<file path="src/rtl/adcseq_pkg.sv">
package adcseq_pkg;
  typedef enum logic [1:0] {
    ST_IDLE = 2'd0,
    ST_REG  = 2'd1,
    ST_INJ  = 2'd2
  } seq_state_e;

  localparam int NFLAGS  = 5;
  localparam int FL_EOC  = 0;
  localparam int FL_EOIC = 1;
  localparam int FL_STRC = 2;
  localparam int FL_STIC = 3;
  localparam int FL_OVF  = 4;
endpackage

</file>
<file path="src/rtl/adcseq_edge.sv">
module adcseq_edge (
  input  logic       clk,
  input  logic       rst_n,
  input  logic       sig_i,
  input  logic [1:0] sel_i,
  output logic       evt_o
);
  logic prev_q;

  always_ff @(posedge clk or negedge rst_n) begin
    if (!rst_n) prev_q <= 1'b0;
    else        prev_q <= sig_i;
  end

  assign evt_o = (sel_i[0] & sig_i & ~prev_q) | (sel_i[1] & ~sig_i & prev_q);
endmodule

</file>
<file path="src/rtl/adcseq_flag.sv">
module adcseq_flag (
  input  logic clk,
  input  logic rst_n,
  input  logic set_i,
  input  logic wr_i,
  input  logic wval_i,
  output logic q_o
);
  logic q_d;

  always_comb begin
    q_d = q_o;
    if (wr_i && !wval_i) q_d = 1'b0;
    if (set_i)           q_d = 1'b1;
  end

  always_ff @(posedge clk or negedge rst_n) begin
    if (!rst_n) q_o <= 1'b0;
    else        q_o <= q_d;
  end

  // a set in the same cycle as a clear leaves the flag set
  a_r12_set_wins: assert property (@(posedge clk) disable iff (!rst_n)
    set_i |=> q_o);
  // writing zero clears the flag when nothing sets it
  a_r12_wzero_clear: assert property (@(posedge clk) disable iff (!rst_n)
    (wr_i && !wval_i && !set_i) |=> !q_o);
endmodule

</file>
<file path="src/rtl/adc_seq_ctrl.sv">
module adc_seq_ctrl
  import adcseq_pkg::*;
#(
  parameter int CHW    = 5,
  parameter int DW     = 12,
  parameter int RSLOTS = 16,
  parameter int ISLOTS = 4,
  parameter int DISCW  = 3,
  localparam int RRW   = $clog2(RSLOTS),
  localparam int IRW   = $clog2(ISLOTS)
) (
  input  logic                  clk,
  input  logic                  rst_n,
  input  logic [RSLOTS*CHW-1:0] reg_list_i,
  input  logic [RRW-1:0]        reg_len_m1,
  input  logic [ISLOTS*CHW-1:0] inj_list_i,
  input  logic [IRW-1:0]        inj_len_m1,
  input  logic                  scan_en,
  input  logic                  cont_en,
  input  logic                  disc_reg_en,
  input  logic [DISCW-1:0]      disc_num_m1,
  input  logic                  disc_inj_en,
  input  logic                  auto_inj_en,
  input  logic                  eoc_per_conv,
  input  logic [1:0]            reg_edge_sel,
  input  logic [1:0]            inj_edge_sel,
  input  logic                  reg_sw_start,
  input  logic                  inj_sw_start,
  input  logic                  reg_ext_trig,
  input  logic                  inj_ext_trig,
  output logic                  conv_req,
  output logic [CHW-1:0]        conv_chan,
  input  logic                  conv_done,
  input  logic [DW-1:0]         conv_data,
  input  logic                  reg_data_rd,
  output logic [DW-1:0]         reg_data_o,
  output logic [ISLOTS*DW-1:0]  inj_data_o,
  input  logic                  flag_wr,
  input  logic [NFLAGS-1:0]     flag_wdata,
  output logic [NFLAGS-1:0]     flags_o
);
  localparam logic [IRW-1:0] ITOP = IRW'(ISLOTS - 1);

  // trigger edge qualification, one detector per group
  logic [1:0]      ext_line;
  logic [1:0][1:0] ext_sel;
  logic [1:0]      ext_evt;

  assign ext_line = {inj_ext_trig, reg_ext_trig};
  assign ext_sel  = {inj_edge_sel, reg_edge_sel};

  for (genvar g = 0; g < 2; g++) begin : g_edge
    adcseq_edge u_edge (
      .clk   (clk),
      .rst_n (rst_n),
      .sig_i (ext_line[g]),
      .sel_i (ext_sel[g]),
      .evt_o (ext_evt[g])
    );
  end

  logic reg_go, inj_go;
  assign reg_go = reg_sw_start | ext_evt[0];
  assign inj_go = inj_sw_start | ext_evt[1];

  // state
  seq_state_e                 state_q, state_d;
  logic [RRW-1:0]             reg_rank_q, reg_rank_d;
  logic [DISCW-1:0]           disc_cnt_q, disc_cnt_d;
  logic                       reg_open_q, reg_open_d;
  logic                       reg_resume_q, reg_resume_d;
  logic [IRW-1:0]             inj_rank_q, inj_rank_d;
  logic                       inj_pend_q, inj_pend_d;
  logic                       reg_valid_q, reg_valid_d;
  logic [DW-1:0]              reg_data_q, reg_data_d;
  logic [ISLOTS-1:0][DW-1:0]  inj_data_q, inj_data_d;
  logic [NFLAGS-1:0]          flag_set;

  logic           reg_last, burst_end, reg_more, inj_last;
  logic [IRW-1:0] inj_slot;

  assign reg_last  = !scan_en || (reg_rank_q == reg_len_m1);
  assign burst_end = disc_reg_en && (disc_cnt_q == disc_num_m1);
  assign reg_more  = reg_last ? cont_en : !burst_end;
  assign inj_last  = (inj_rank_q == inj_len_m1);
  // right-aligned packing: the last rank always uses the top field
  assign inj_slot  = IRW'(inj_rank_q + (ITOP - inj_len_m1));

  always_comb begin
    state_d      = state_q;
    reg_rank_d   = reg_rank_q;
    disc_cnt_d   = disc_cnt_q;
    reg_open_d   = reg_open_q;
    reg_resume_d = reg_resume_q;
    inj_rank_d   = inj_rank_q;
    inj_pend_d   = inj_pend_q | (inj_go & (state_q != ST_INJ));
    reg_valid_d  = reg_valid_q & ~reg_data_rd;
    reg_data_d   = reg_data_q;
    inj_data_d   = inj_data_q;
    flag_set     = '0;
    unique case (state_q)
      ST_IDLE: begin
        if (inj_pend_d) begin
          state_d           = ST_INJ;
          inj_pend_d        = 1'b0;
          flag_set[FL_STIC] = 1'b1;
        end else if (reg_go) begin
          state_d           = ST_REG;
          flag_set[FL_STRC] = 1'b1;
          reg_open_d        = 1'b1;
          if (!reg_open_q) begin
            reg_rank_d = '0;
            disc_cnt_d = '0;
          end
        end
      end
      ST_REG: begin
        if (conv_done) begin
          reg_data_d  = conv_data;
          reg_valid_d = 1'b1;
          if (reg_valid_q && !reg_data_rd) flag_set[FL_OVF] = 1'b1;
          if (eoc_per_conv || reg_last)    flag_set[FL_EOC] = 1'b1;
          if (reg_last) begin
            reg_rank_d = '0;
            disc_cnt_d = '0;
            reg_open_d = cont_en;
          end else begin
            reg_rank_d = RRW'(reg_rank_q + 1'b1);
            disc_cnt_d = burst_end ? '0 : DISCW'(disc_cnt_q + 1'b1);
          end
          if (inj_pend_d || (auto_inj_en && reg_last)) begin
            state_d           = ST_INJ;
            inj_pend_d        = 1'b0;
            flag_set[FL_STIC] = 1'b1;
            reg_resume_d      = reg_more;
          end else if (reg_more) begin
            if (reg_last) flag_set[FL_STRC] = 1'b1;
          end else begin
            state_d = ST_IDLE;
          end
        end
      end
      ST_INJ: begin
        if (conv_done) begin
          inj_data_d[inj_rank_q] = conv_data;
          if (inj_last) begin
            flag_set[FL_EOIC] = 1'b1;
            inj_rank_d        = '0;
          end else begin
            inj_rank_d = IRW'(inj_rank_q + 1'b1);
          end
          if (inj_last || disc_inj_en) begin
            if (reg_resume_q) begin
              state_d      = ST_REG;
              reg_resume_d = 1'b0;
              if (reg_rank_q == '0) flag_set[FL_STRC] = 1'b1;
            end else begin
              state_d = ST_IDLE;
            end
          end
        end
      end
      default: state_d = ST_IDLE;
    endcase
  end

  always_ff @(posedge clk or negedge rst_n) begin
    if (!rst_n) begin
      state_q      <= ST_IDLE;
      reg_rank_q   <= '0;
      disc_cnt_q   <= '0;
      reg_open_q   <= 1'b0;
      reg_resume_q <= 1'b0;
      inj_rank_q   <= '0;
      inj_pend_q   <= 1'b0;
      reg_valid_q  <= 1'b0;
      reg_data_q   <= '0;
      inj_data_q   <= '0;
    end else begin
      state_q      <= state_d;
      reg_rank_q   <= reg_rank_d;
      disc_cnt_q   <= disc_cnt_d;
      reg_open_q   <= reg_open_d;
      reg_resume_q <= reg_resume_d;
      inj_rank_q   <= inj_rank_d;
      inj_pend_q   <= inj_pend_d;
      reg_valid_q  <= reg_valid_d;
      reg_data_q   <= reg_data_d;
      inj_data_q   <= inj_data_d;
    end
  end

  // sticky flags
  for (genvar f = 0; f < NFLAGS; f++) begin : g_flag
    adcseq_flag u_flag (
      .clk    (clk),
      .rst_n  (rst_n),
      .set_i  (flag_set[f]),
      .wr_i   (flag_wr),
      .wval_i (flag_wdata[f]),
      .q_o    (flags_o[f])
    );
  end

  assign conv_req   = (state_q != ST_IDLE);
  assign conv_chan  = (state_q == ST_INJ) ? inj_list_i[inj_slot*CHW +: CHW]
                                          : reg_list_i[reg_rank_q*CHW +: CHW];
  assign reg_data_o = reg_data_q;
  assign inj_data_o = inj_data_q;

  // a request is held with a stable channel until done
  a_r13_req_hold: assert property (@(posedge clk) disable iff (!rst_n)
    (conv_req && !conv_done) |=> (conv_req && $stable(conv_chan)));
  // unread regular result overwritten raises overrun
  a_r9_overrun: assert property (@(posedge clk) disable iff (!rst_n)
    (state_q == ST_REG && conv_done && reg_valid_q && !reg_data_rd) |=> flags_o[FL_OVF]);
  // last inserted rank done raises the inserted end flag
  a_r8_inj_end: assert property (@(posedge clk) disable iff (!rst_n)
    (state_q == ST_INJ && conv_done && inj_last) |=> flags_o[FL_EOIC]);
endmodule

</file>
<file path="config.mk">
export PLATFORM = sky130hd
export DESIGN_NAME = adc_seq_ctrl
export DESIGN_NICKNAME = d
export VERILOG_FILES = /design/src/rtl/adcseq_pkg.sv /design/src/rtl/adcseq_edge.sv /design/src/rtl/adcseq_flag.sv /design/src/rtl/adc_seq_ctrl.sv
export SDC_FILE = /design/constraint.sdc
export NUM_CORES = 1
export LEC_CHECK = 0
export CORE_MARGIN = 2
export CORE_UTILIZATION = 38
export CTS_BUF_LIST = sky130_fd_sc_hd__clkbuf_2
export DETAILED_ROUTE_END_ITERATION = 6
export PLACE_DENSITY = 0.9
export SYNTH_ARGS = -nofsm -noshare
export SYNTH_HDL_FRONTEND = slang
export SYNTH_SLANG_ARGS = --single-unit
</file>
<file path="constraint.sdc">
create_clock -name clk -period 2.2 [get_ports clk]
set_input_delay 0.44 -clock clk [delete_from_list [all_inputs] [get_ports clk]]
set_output_delay 0.44 -clock clk [all_outputs]
set_load 0.02 [all_outputs]
</file>
==> summary.md <==
| Metric | Value |
|---|---|
| Run status | `finished, violations left` |
| Failing checks | `setup timing` |
| Clk slew on worst S/H paths | `240 ps` |
| Mapped Nets | `roughly 480` |
| Post-Route Skew | `30.82 ps` |
| Num CTS Buffers | `9` |
| Clock Sinks | `82` |
| Ys Warns | `0` |
| Fin crit period | `3100 ps` |
| Critical path startpoint category | `register` |
| Largest net degree at the start of global routing | `83` |
| Worst R2R Setup Slack | `120 ps` |
| Setup crit end kind | `output pin` |
| Syn Std Cell Area | `approximately 4500 um^2` |
| Seq/Total Area, Yosys | `between 40% and 50%` |
| Post-synth top flop | `dfrtp_1` |
| Die Width | `112.8 um` |
| Synth area leaders | `dfrtp_1 46%, mux2_2 15%, mux4_1 9.3%, mux4_2 7.0%, ha_1 2.2%` |
| Port bufs | `between 200 and 250` |
| Starting DRC count in detailed routing | `162` |
| Critical path origin | `reg_rank_q[0]` |
| Vias | `3674` |
| Hold crit path type | `in -> reg` |
| Core Region | `11470 um^2` |
| Setup crit end | `conv_chan[0]` |
| Most numerous cell in the Yosys netlist | `dfrtp_1` |
| Arr. time, crit path | `2660 ps` |
| Leakage | `between 2 and 3 nW` |
| Drt drc | `0` |
| Post-synth EDFFs | `0` |
| Area of the die | `~13000 um^2` |
| Worst-margin pin slew | `474.5 ps` |
| Layout Cells excl Fill | `709` |
| Post-synthesis register bit count | `82` |
| Total power | `slightly below 9 mW` |
| Fin. Hold Viols | `0` |
| Initial antenna violation count | `1` |
| Total of max-cap violations | `0` |
| Share of cells above drive strength 1 | `28.85%` |
| Filler cell count | `845` |
| Final period util | `140.9%` |
| Sw Share | `37.76%` |
| CP required | `1760 ps` |
| Avg WL per Cell | `19.63 um` |
| Critical R2R Launch | `reg_rank_q[1]` |
| Critical path peak fanout | `8` |
| Clk root buf | `clkbuf_2` |
| Combinational share of power | `60.8%` |
| P&R area growth vs syn | `57.34%` |
| Routed Antenna Nets | `0` |
| Routability Congestion | `0.9420` |
| Grt total ovfl | `0` |
| Clock Path Buffers | `2` |
| Synthesized area per cell | `13.97 um^2` |
| PwrDens | `1228 nW/um^2` |
| Max-slew headroom | `68.26%` |
| # setup viols final | `5` |
| Num ports | `between 200 and 250` |
| Site Rows | `39` |
| Sequential power share | `approximately 30%` |
| Post-Place Cells | `689` |
| Unrepaired setup endpoints after global routing | `yes` |
| Crit path kind | `reg -> out` |
| First-pass GRT wire length | `22280 um` |
| Vias in the first global route | `4223` |
| Die Span Y | `112.8 um` |
| Overall global routing resource usage | `~22%` |
| Reg-to-reg endpoint | `reg_open_q` |
| Peak supply drop | `roughly 0.77 mV` |
| Initial DRT Pass Iterations | `4` |
| Clk Latency, worst-skew pair | `520 ps` |
| Area leader, netlist | `dfrtp_1` |
| Ys async rst share | `100.0%` |
| Routed vias/inst | `5.182` |
| Post-synth cell types | `48` |
| CTS HTree Levels | `3` |
| Pre-CTS WS | `-1054 ps` |
| Detailed placer's ending HPWL | `10860 um` |
| CTS tree | `yes` |
| F_max | `322.6 MHz` |
| Top cell type's share of synthesized area | `45.61%` |
| P_int | `about 5.4 mW` |
| Worst reg2reg path depth | `8` |
| Final WS setup | `-899.7 ps` |
| Final slew viol count | `0` |
| Initial Util | `39.24%` |
| Psw | `3.283 mW` |
| Top post-synthesis cells by count | `82 x dfrtp_1, 61 x mux2_2, 16 x mux4_1` |
| Total Nets Final | `713` |
| Post-Syn Instances | `322` |
| Clock power share | `roughly a tenth` |
| Routed WL | `around 14000 um` |
==> stage by stage <==
stage	cell area [um^2]	utilization [%]	TNS, ps	hold slack [ps]
6_report	7079	61.73	-4187	377.7
5_1_grt	7079	61.73	-4826	277.2
4_1_cts	7101	61.92	-4703	305.9
2_1_floorplan	4456	-	-527.9	144.4
3_3_place_gp	6912	60.27	-6361	462.3
3_5_place_dp	6912	60.27	-7140	469.5
==> registers in the layout (all words and copies together) (netlist names) <==
register,flops
state_q,2
reg_valid_q,1
reg_rank_q,4
reg_open_q,1
reg_resume_q,1
disc_cnt_q,3
inj_rank_q,2
reg_data_o,12
inj_data_o,48
inj_pend_q,1
g_flag.u_flag.q_o,5
g_edge.u_edge.prev_q,2
==> critical path, cell delays in order (launching register included) <==
cell and delay (ps):
dfrtp_2 500, buf_12 150, buf_6 90, mux4_2 470, mux4_2 530, mux2_4 280, buf_6 130
==> layer usage <==
layer,routed length (um),global-route usage (%),vias up
met1,5019,23.82,1792
met5,0,0,-
met2,7290,41.24,179
li1,-,-,1680
met3,1140,6.695,23
met4,466,9.512,0
==> power by group through the flow <==
stage               clock network (mW)  registers (mW)  logic, mW
finish                           0.826            2.58       5.29
global route                     0.923            2.67       5.62
CTS                              0.858            2.59       5.36
detailed placement                   0            2.61       5.21
global placement                     0            2.56       5.09
floorplan                            0            3.20       2.34
==> logic make-up (layout without fill, tap and decap cells) <==
| family | count (synthesis) | count (layout) | synth area share [%] |
|---|---|---|---|
| AO/OA/AOI/OAI | 41 | 41 | 6.480 |
| flip-flops | 82 | 82 | 45.61 |
| adder cells (fa/ha/maj) | 8 | 8 | 2.225 |
| AND/OR/NAND/NOR | 49 | 49 | 5.590 |
| other | 0 | 1 | 0 |
| multiplexers | 100 | 100 | 34.20 |
| buffers and inverters | 33 | 276 | 4.144 |
| XOR/XNOR | 9 | 9 | 1.752 |
==> worst min-delay path by stage <==
| stage | depth (start not counted) | start | to |
|---|---|---|---|
| 2_1_floorplan | 0 | rst_n | disc_cnt_q[0] |
| 3_3_place_gp | 2 | reg_valid_q | reg_valid_q |
| 3_5_place_dp | 2 | reg_valid_q | reg_valid_q |
| 4_1_cts | 1 | reg_ext_trig | g_edge[0].u_edge.prev_q |
| 5_1_grt | 1 | reg_ext_trig | g_edge[0].u_edge.prev_q |
| 6_report | 1 | inj_ext_trig | g_edge[1].u_edge.prev_q |
==> what timing repair did <==
item                                   in CTS  in global routing
setup endpoints to repair                   6                 14
pin swaps                                   0                  1
buffers inserted                            2                  0
gates resized for setup                    35                  6
hold buffers                                1                  0
cloned                                      1                  0
endpoints found under the hold margin      82                  0
==> placed cells by master, fill, tap and decap left out, types with 3 or more instances in the layout <==
cell type / n
clkbuf_2: 10
mux2_2: 61
mux2i_1: 3
inv_1: 10
clkdlybuf4s50_1: 208
nand3_1: 11
mux4_2: 28
buf_6: 5
mux2_4: 5
buf_4: 30
o21ai_0: 14
dfrtp_1: 81
o21ai_1: 4
or2_2: 3
a21oi_1: 4
xor2_1: 5
xnor2_1: 4
nand3b_1: 3
o211ai_1: 3
nand2_1: 14
nor2_1: 4
buf_12: 4
ha_1: 7
nand2b_1: 4
==> area by class of cell <==
type	instances	area (um^2)	share of cell area, %
timing repair buffer	250	2464	34.80
multi-input combinational	207	2220	31.35
sequential	82	2053	29.00
tap	143	178.9	2.527
clock inverter	6	73.82	1.043
clock buffer	10	50.05	0.7070
inverter	10	37.54	0.5302
antenna	1	2.502	0.03535
Power figures use the tool's default switching activity.
